## src/rtl/accseq_pkg.sv

```systemverilog
package accseq_pkg;
  localparam int WORD_W  = 12;
  localparam int ADDR_W  = 12;
  localparam int OPC_W   = 3;
  localparam int DEV_W   = 6;
  localparam int PULSE_N = 3;
  localparam int SUM_W   = WORD_W + 1;
  localparam int DEV_LSB = PULSE_N;

  localparam logic [OPC_W-1:0] OP_MASK     = 3'd0;
  localparam logic [OPC_W-1:0] OP_ADD      = 3'd1;
  localparam logic [OPC_W-1:0] OP_INCSKIP  = 3'd2;
  localparam logic [OPC_W-1:0] OP_STORECLR = 3'd3;
  localparam logic [OPC_W-1:0] OP_CALL     = 3'd4;
  localparam logic [OPC_W-1:0] OP_JUMP     = 3'd5;
  localparam logic [OPC_W-1:0] OP_DEVICE   = 3'd6;
  localparam logic [OPC_W-1:0] OP_MICRO    = 3'd7;

  typedef enum logic [1:0] {WR_TMP, WR_AC, WR_PC} wrSel_e;

  typedef enum logic [3:0] {
    S_IDLE, S_FETCH, S_LOAD, S_DECODE, S_EA, S_RDADDR, S_RDDATA,
    S_WRITE, S_IO1, S_IO2, S_IO3, S_OPR, S_DONE
  } state_e;

  typedef struct packed {
    logic   ldIr;
    logic   incPc;
    logic   ldPcEa;
    logic   ldPcEaInc;
    logic   ldEa;
    logic   andAc;
    logic   addAc;
    logic   ldTmp;
    logic   clrAc;
    logic   ldOp;
    logic   addrEa;
    wrSel_e wrSel;
  } ctl_t;
endpackage

```

## src/rtl/accseq_ctrl.sv

```systemverilog
module accseq_ctrl
  import accseq_pkg::*;
(
  input  logic               clk,
  input  logic               rstN,
  input  logic               startIn,
  input  logic [OPC_W-1:0]   opcode,
  input  logic [PULSE_N-1:0] ioBits,
  input  logic               tmpZero,
  input  logic               eaDone,
  input  logic               opDone,
  input  logic               opSkip,
  input  logic               opHalt,
  output ctl_t               ctl,
  output logic               eaReq,
  output logic               opReq,
  output logic               memWrEn,
  output logic [PULSE_N-1:0] pulse,
  output logic               instrDone,
  output logic               running
);
  state_e state, nxt;
  logic   run;

  always_ff @(posedge clk) begin
    if (!rstN) begin
      state <= S_IDLE;
      run   <= 1'b0;
    end else begin
      state <= nxt;
      if (state == S_IDLE && startIn) run <= 1'b1;
      else if (state == S_OPR && opDone && opHalt) run <= 1'b0;
    end
  end

  assign running = run;

  always_comb begin
    ctl       = '0;
    ctl.wrSel = WR_AC;
    nxt       = state;
    eaReq     = 1'b0;
    opReq     = 1'b0;
    memWrEn   = 1'b0;
    pulse     = '0;
    instrDone = 1'b0;
    case (state)
      S_IDLE:  if (startIn) nxt = S_FETCH;
      S_FETCH: nxt = S_LOAD;
      S_LOAD: begin
        ctl.ldIr  = 1'b1;
        ctl.incPc = 1'b1;
        nxt       = S_DECODE;
      end
      S_DECODE: begin
        if (opcode == OP_DEVICE)     nxt = S_IO1;
        else if (opcode == OP_MICRO) nxt = S_OPR;
        else                         nxt = S_EA;
      end
      S_EA: begin
        eaReq = 1'b1;
        if (eaDone) begin
          ctl.ldEa = 1'b1;
          case (opcode)
            OP_MASK, OP_ADD, OP_INCSKIP: nxt = S_RDADDR;
            OP_STORECLR, OP_CALL:        nxt = S_WRITE;
            default: begin
              ctl.ldPcEa = 1'b1;
              nxt        = S_DONE;
            end
          endcase
        end
      end
      S_RDADDR: begin
        ctl.addrEa = 1'b1;
        nxt        = S_RDDATA;
      end
      S_RDDATA: begin
        ctl.addrEa = 1'b1;
        case (opcode)
          OP_MASK: begin ctl.andAc = 1'b1; nxt = S_DONE; end
          OP_ADD:  begin ctl.addAc = 1'b1; nxt = S_DONE; end
          default: begin ctl.ldTmp = 1'b1; nxt = S_WRITE; end
        endcase
      end
      S_WRITE: begin
        ctl.addrEa = 1'b1;
        memWrEn    = 1'b1;
        nxt        = S_DONE;
        case (opcode)
          OP_INCSKIP: begin
            ctl.wrSel = WR_TMP;
            ctl.incPc = tmpZero;
          end
          OP_STORECLR: begin
            ctl.wrSel = WR_AC;
            ctl.clrAc = 1'b1;
          end
          default: begin
            ctl.wrSel     = WR_PC;
            ctl.ldPcEaInc = 1'b1;
          end
        endcase
      end
      S_IO1: begin pulse[0] = ioBits[2]; nxt = S_IO2; end
      S_IO2: begin pulse[1] = ioBits[1]; nxt = S_IO3; end
      S_IO3: begin pulse[2] = ioBits[0]; nxt = S_DONE; end
      S_OPR: begin
        opReq = 1'b1;
        if (opDone) begin
          ctl.ldOp  = 1'b1;
          ctl.incPc = opSkip;
          nxt       = S_DONE;
        end
      end
      S_DONE: begin
        instrDone = 1'b1;
        nxt       = run ? S_FETCH : S_IDLE;
      end
      default: nxt = S_IDLE;
    endcase
  end
endmodule

```

## src/rtl/accseq_dpath.sv

```systemverilog
module accseq_dpath
  import accseq_pkg::*;
(
  input  logic              clk,
  input  logic              rstN,
  input  ctl_t              ctl,
  input  logic [WORD_W-1:0] memRdData,
  input  logic [ADDR_W-1:0] eaAddr,
  input  logic [WORD_W-1:0] opAcIn,
  input  logic              opLinkIn,
  output logic [ADDR_W-1:0] memAddr,
  output logic [WORD_W-1:0] memWrData,
  output logic [WORD_W-1:0] ir,
  output logic [WORD_W-1:0] ac,
  output logic              link,
  output logic [ADDR_W-1:0] pc,
  output logic              tmpZero
);
  logic [ADDR_W-1:0] ea;
  logic [WORD_W-1:0] tmp;
  logic [SUM_W-1:0]  sum;

  assign sum = {link, ac} + {1'b0, memRdData};

  always_ff @(posedge clk) begin
    if (!rstN) begin
      ac   <= '0;
      link <= 1'b0;
      pc   <= '0;
      ir   <= '0;
      ea   <= '0;
      tmp  <= '0;
    end else begin
      if (ctl.ldIr) ir <= memRdData;
      if (ctl.ldEa) ea <= eaAddr;
      if (ctl.ldTmp) tmp <= memRdData + 1'b1;

      if (ctl.ldPcEa)         pc <= eaAddr;
      else if (ctl.ldPcEaInc) pc <= ea + 1'b1;
      else if (ctl.incPc)     pc <= pc + 1'b1;

      if (ctl.andAc)      ac <= ac & memRdData;
      else if (ctl.addAc) {link, ac} <= sum;
      else if (ctl.clrAc) ac <= '0;
      else if (ctl.ldOp)  {link, ac} <= {opLinkIn, opAcIn};
    end
  end

  assign tmpZero = (tmp == '0);
  assign memAddr = ctl.addrEa ? ea : pc;

  always_comb begin
    case (ctl.wrSel)
      WR_TMP:  memWrData = tmp;
      WR_PC:   memWrData = pc;
      default: memWrData = ac;
    endcase
  end
endmodule

```

## src/rtl/accseq_top.sv

```systemverilog
module accseq_top
  import accseq_pkg::*;
(
  input  logic              clk,
  input  logic              rstN,
  input  logic              startIn,
  output logic [ADDR_W-1:0] memAddr,
  output logic              memWrEn,
  output logic [WORD_W-1:0] memWrData,
  input  logic [WORD_W-1:0] memRdData,
  output logic              eaReq,
  input  logic              eaDone,
  input  logic [ADDR_W-1:0] eaAddr,
  output logic              opReq,
  input  logic              opDone,
  input  logic [WORD_W-1:0] opAcIn,
  input  logic              opLinkIn,
  input  logic              opSkip,
  input  logic              opHalt,
  output logic              ioPulse1,
  output logic              ioPulse2,
  output logic              ioPulse4,
  output logic [DEV_W-1:0]  ioDevSel,
  output logic              instrDone,
  output logic              running,
  output logic [WORD_W-1:0] acOut,
  output logic              linkOut,
  output logic [ADDR_W-1:0] pcOut,
  output logic [WORD_W-1:0] irOut
);
  ctl_t               ctl;
  logic [PULSE_N-1:0] pulse;
  logic               tmpZero;

  accseq_ctrl ctrl_i (
    .clk(clk), .rstN(rstN), .startIn(startIn),
    .opcode(irOut[WORD_W-1 -: OPC_W]), .ioBits(irOut[PULSE_N-1:0]),
    .tmpZero(tmpZero), .eaDone(eaDone), .opDone(opDone),
    .opSkip(opSkip), .opHalt(opHalt), .ctl(ctl), .eaReq(eaReq),
    .opReq(opReq), .memWrEn(memWrEn), .pulse(pulse),
    .instrDone(instrDone), .running(running)
  );

  accseq_dpath dpath_i (
    .clk(clk), .rstN(rstN), .ctl(ctl), .memRdData(memRdData),
    .eaAddr(eaAddr), .opAcIn(opAcIn), .opLinkIn(opLinkIn),
    .memAddr(memAddr), .memWrData(memWrData), .ir(irOut),
    .ac(acOut), .link(linkOut), .pc(pcOut), .tmpZero(tmpZero)
  );

  assign ioPulse1 = pulse[0];
  assign ioPulse2 = pulse[1];
  assign ioPulse4 = pulse[2];
  assign ioDevSel = irOut[DEV_LSB +: DEV_W];
endmodule

```

## config.mk

```make
export PLATFORM = sky130hd
export DESIGN_NAME = accseq_top
export DESIGN_NICKNAME = d
export VERILOG_FILES = /design/src/rtl/accseq_pkg.sv /design/src/rtl/accseq_ctrl.sv /design/src/rtl/accseq_dpath.sv /design/src/rtl/accseq_top.sv
export SDC_FILE = /design/constraint.sdc
export NUM_CORES = 1
export LEC_CHECK = 0
export ABC_AREA = 1
export BUFFER_PORTS_ARGS = -buffer_cell sky130_fd_sc_hd__buf_4
export CORE_UTILIZATION = 54
export DETAILED_ROUTE_END_ITERATION = 10
export HOLD_SLACK_MARGIN = 0.02
export PLACE_DENSITY = 0.81
export SLEW_MARGIN = 20
export SYNTH_ARGS = -nofsm -noshare
export SYNTH_HDL_FRONTEND = slang
export SYNTH_HIERARCHICAL = 1
export SYNTH_SLANG_ARGS = --single-unit
```

## constraint.sdc

```tcl
create_clock -name clk -period 2.6 [get_ports clk]
set_input_delay 0.39 -clock clk [delete_from_list [all_inputs] [get_ports clk]]
set_output_delay 0.39 -clock clk [all_outputs]
set_load 0.02 [all_outputs]
```

==> metrics.sh <==
FIN_NETS=937
CPMAXSTAGEDELAYCELL='sky130_fd_sc_hd__dfxtp_1'
DRIVE_GT1_SHARE_PCT=22.31
CHIPWIDTH_UM=94.74
YS.WARNINGS.COUNT=6
FILLERS=721
POST_DETAILED_ROUTE_COUNT_OF_ANTENNA_VIOLATING_NETS=0
TNS_PS=0
TRITONCTS_CLOCK_TREE='yes'
GP_ROUTABILITY_CONGESTION=0.9527
PLACE.DETAILED.INSTANCES=965
GRT_PASS1_VIAS=4877
HOLD_PATH.CLASS='in -> reg'
NUM_ROWS=33
KIND_OF_CAPTURE_POINT_OF_THE_WORST_SETUP_PATH='output port'
GRT_START_MAX_NET_PINS=41
DIE-HEIGHT_UM=94.74
FINALSETUPVIOLATIONS=0
RELSLEWSLACK_PCT=42.35
SYNTH_SEQUENTIAL_AREA_RATIO_PCT=28.45
DRT_DRC_VIOLATIONS_LEFT=0
DOMINANT_COMBINATIONAL_CELL_FAMILY_BY_AREA_AFTER_SYNTHESIS='simple AND/OR/NAND/NOR gates'
TIMING.CRITICAL_PATH.CELLS='inv_1 -> nand2_2 -> nor2_2 -> inv_1 -> a21oi_4 -> buf_12 -> inv_1 -> nor2_2 -> buf_4 -> nand2_1 -> nand3_1 -> buf_4'
FINAL-SEQ-AREA_SQ_UM=1323
FINCLKSKEW_PS=6.176
YS_SEQ_ELEMENTS=66
VIAS_PER_CELL=5.529
FINAL_INSTANCE_COUNT_EXCL_FILLERS=988
FINALPOWER_mW=2.423
POST-ROUTE-PERIOD-UTIL_PCT=94.15
CLKLATENCYLATEPIN_PS=350
MAX-CAP-VIOLATIONS=0
MAPPEDNETLISTNETS=815
DRT-TOTAL-WL_UM=15150
TRACK_USAGE_PCT=33.72
POST-SYNTH-TOP-AREA-CELL='sky130_fd_sc_hd__dfxtp_1'
LAYOUT_COMMONEST_CELL='sky130_fd_sc_hd__nand2_1'
CTS.SINKS=66
CTS_MAX_PATH_BUFFERS=2
CLK_TRANSITION_REPORTED_PATHS_PS=80
GLOBALROUTE.BUSIESTLAYER='met2'
PLACEMENT.CELL_AREA_SQ_UM=5650
MET3_USAGE_PCT=4.428
STATIC-LEAKAGE-POWER_nW=2.865
CTS-HTREE-LEVELS=3
ANTENNA_CELLS=0
YOSYSUNIQUECELLTYPES=38
POST_DRT_WL_PER_CELL_UM=15.34
REQUIRED_PS=2210
CRIT_PATH_MAX_INCR_DELAY_PS=350
SYNTH_ADDER_AREA_SHARE_PCT=4.203
FINALCOREUTILIZATION_PCT=72.15
SYNTH_AREA_LEADERS='sky130_fd_sc_hd__dfxtp_1, sky130_fd_sc_hd__nand2_1, sky130_fd_sc_hd__inv_1'
TOP_LEVEL_PORTS=119
LAYOUT_COMMON_CELLS='sky130_fd_sc_hd__nand2_1, sky130_fd_sc_hd__buf_4, sky130_fd_sc_hd__inv_1, sky130_fd_sc_hd__nor2_1, sky130_fd_sc_hd__o21ai_0'
RSZ_0062_RAISED_AFTER_GLOBAL_ROUTING='no'
GLOBAL_ROUTE.USAGE.MET1_PCT=42.38
START_UTIL_PCT=56.24
CRITICAL_PATH_CLASS='reg -> out'
AVGSYNTHCELLAREA_SQ_UM=6.143
CLOCK.FMAX_GHz=0.4085
COUNT_OF_BUFFERS_INSERTED_AT_THE_TOP_LEVEL_PORTS=118
GRT-OVFL-TOTAL=0
CRITICAL_PATH.MAX_FANOUT=6
DRT_PASS1_ITERATIONS=5
PATH_COMMON_CELL='sky130_fd_sc_hd__inv_1'
TIGHTESTPINTRANSITION_PS=863.7
PWR_DENSITY_CELL_nW_PER_UM2=406.7
MAX-VDD-IR-DROP_mV=0.3416
CTS_BUFFERS=9
POST_SYNTH_XOR_AREA_FRACTION_PCT=1.697
CP-START-KIND='register'
NETLIST_AREA_SQ_UM=4644
SYNTH.MUX.AREA_FRACTION_PCT=0
WORSTPATHARRIVAL_PS=2060
GRT_PASS1_WL_UM=23380
VIA_COUNT=5463
FP.COREAREA_SQ_UM=8258
DRT_ITER0_DRC=290
AREA_OF_COMBINATIONAL_CELLS_WITH_MULTIPLE_INPUTS_SQ_UM=2785
DRV_SLEW=0
POST-ROUTE-CELL-AREA_SQ_UM=5958
OUTCOME='completed'
CLOCK_TREE_ROOT_DRIVER_CELL='sky130_fd_sc_hd__clkbuf_8'
GLOBAL_ROUTE.USAGE.MET2_PCT=57.97
REPORT.FINAL.HOLD_VIOL_COUNT=0
POST_SYNTH_AND_OR_NAND_NOR_AREA_FRACTION_PCT=33.11
GRT_ANTENNA_BEFORE_REPAIR=0
POST_SYNTH_TOP_AREA_SHARE_PCT=28.45
HPWL_UM=11530
SYNTH-COMPOUND-AREA-SHARE_PCT=20.42
SYN_TO_FINAL_GROWTH_PCT=28.29
DESIGN.DIE.AREA_SQ_UM=8976
TIMING.FINAL.CRIT_PERIOD_PS=2448
SYNTHESIZED_INSTANCE_COUNT=756
-- cell type report --
cell class / count / share of cell area (%)
clock buffer: 9 / 2.079
timing repair buffer: 143 / 18.52
inverter: 106 / 6.678
multi-input combinational: 552 / 46.75
tap: 105 / 2.205
clock inverter: 7 / 1.575
sequential: 66 / 22.20
-- path summary, 6_finish.rpt --
| path | start | endpoint | slack [ps] | cells past startpoint |
|---|---|---|---|---|
| setup / recovery | ctrl_i/state[3] | memWrData[11] | 150 | 12 |
| hold / removal | eaAddr[6] | dpath_i/ea[6] | 270 | 3 |
| setup reg to reg | ctrl_i/state[3] | dpath_i/pc[10] | 170 | 16 |
| hold reg to reg | ctrl_i/running | ctrl_i/running | 490 | 2 |
-- logic make-up after synthesis --
| family | after synthesis |
|---|---|
| AND/OR/NAND/NOR | 361 |
| AO/OA/AOI/OAI | 167 |
| XOR/XNOR | 9 |
| buffers and inverters | 138 |
| flip-flops | 66 |
| adder cells (fa/ha/maj) | 15 |
-- per-layer routing --
layer / wire (um) / part of all wire [%]
met3: 1200 / 7.9
met4: 458 / 3.0
met5: 0 / 0
met2: 7254 / 48
met1: 6238 / 41
-- registers in the layout, summed over array words and instances (netlist names) --
register,count
ctrl_i/running,1
ctrl_i/state,4
dpath_i/ac,12
dpath_i/ir,12
dpath_i/tmp,12
dpath_i/pc,12
dpath_i/link,1
dpath_i/ea,12
-- report_power, final --
part | leakage [nW] | internal, mW | switching (mW)
clock | 0.105 | 0.538 | 0.443
sequential | 0.533 | 1.04 | 0.0327
combinational | 2.23 | 0.142 | 0.228
-- per-stage QoR --
| step | hold slack, ps | setup slack [ps] |
|---|---|---|
| 3_5_place_dp | 480.7 | 242.7 |
| 3_3_place_gp | 465.0 | 285.0 |
| 2_1_floorplan | 448.3 | 89.57 |
| 5_1_grt | 271.7 | 16.00 |
| 6_report | 266.8 | 152.0 |
| 4_1_cts | 264.7 | 9.563 |
-- cell usage after synthesis --
cell / instances
sky130_fd_sc_hd__a21oi_1: 62
sky130_fd_sc_hd__buf_2: 3
sky130_fd_sc_hd__nor2_4: 3
sky130_fd_sc_hd__buf_4: 7
sky130_fd_sc_hd__a211oi_1: 1
sky130_fd_sc_hd__o21ai_4: 1
sky130_fd_sc_hd__a311oi_1: 1
sky130_fd_sc_hd__buf_6: 2
sky130_fd_sc_hd__nor2_2: 6
sky130_fd_sc_hd__o21ai_0: 68
sky130_fd_sc_hd__buf_1: 1
sky130_fd_sc_hd__o21ai_1: 2
sky130_fd_sc_hd__nand2_2: 5
sky130_fd_sc_hd__nand3b_1: 2
sky130_fd_sc_hd__o21ai_2: 6
sky130_fd_sc_hd__inv_1: 100
sky130_fd_sc_hd__ha_1: 14
sky130_fd_sc_hd__xor2_1: 9
sky130_fd_sc_hd__nor3_1: 6
sky130_fd_sc_hd__fa_1: 1
sky130_fd_sc_hd__nor4_1: 3
sky130_fd_sc_hd__nor2_1: 87
sky130_fd_sc_hd__or2_2: 1
sky130_fd_sc_hd__nand2_4: 2
sky130_fd_sc_hd__o211ai_1: 3
sky130_fd_sc_hd__inv_2: 4
sky130_fd_sc_hd__clkbuf_1: 19
sky130_fd_sc_hd__a31oi_1: 9
sky130_fd_sc_hd__nor3b_2: 1
sky130_fd_sc_hd__a21o_1: 1
sky130_fd_sc_hd__nand4_1: 9
sky130_fd_sc_hd__dfxtp_1: 66
sky130_fd_sc_hd__o21bai_1: 2
sky130_fd_sc_hd__clkinv_1: 2
sky130_fd_sc_hd__o21bai_2: 2
sky130_fd_sc_hd__nand2_1: 187
sky130_fd_sc_hd__nand3_1: 49
sky130_fd_sc_hd__o221ai_1: 9
-- timing repair --
action	in CTS	in global routing
setup buffers	0	5
hold buffers	0	0
resized for setup	0	8
setup endpoints to repair	0	15
-- critical path, delay by kind of cell, from the launching register on --
family	cells	cell delay (ps)
buffers and inverters	6	710
AND/OR/NAND/NOR	5	490
AO/OA/AOI/OAI	1	170
flip-flops	1	350
No activity file was read; power rests on OpenSTA's default activity.
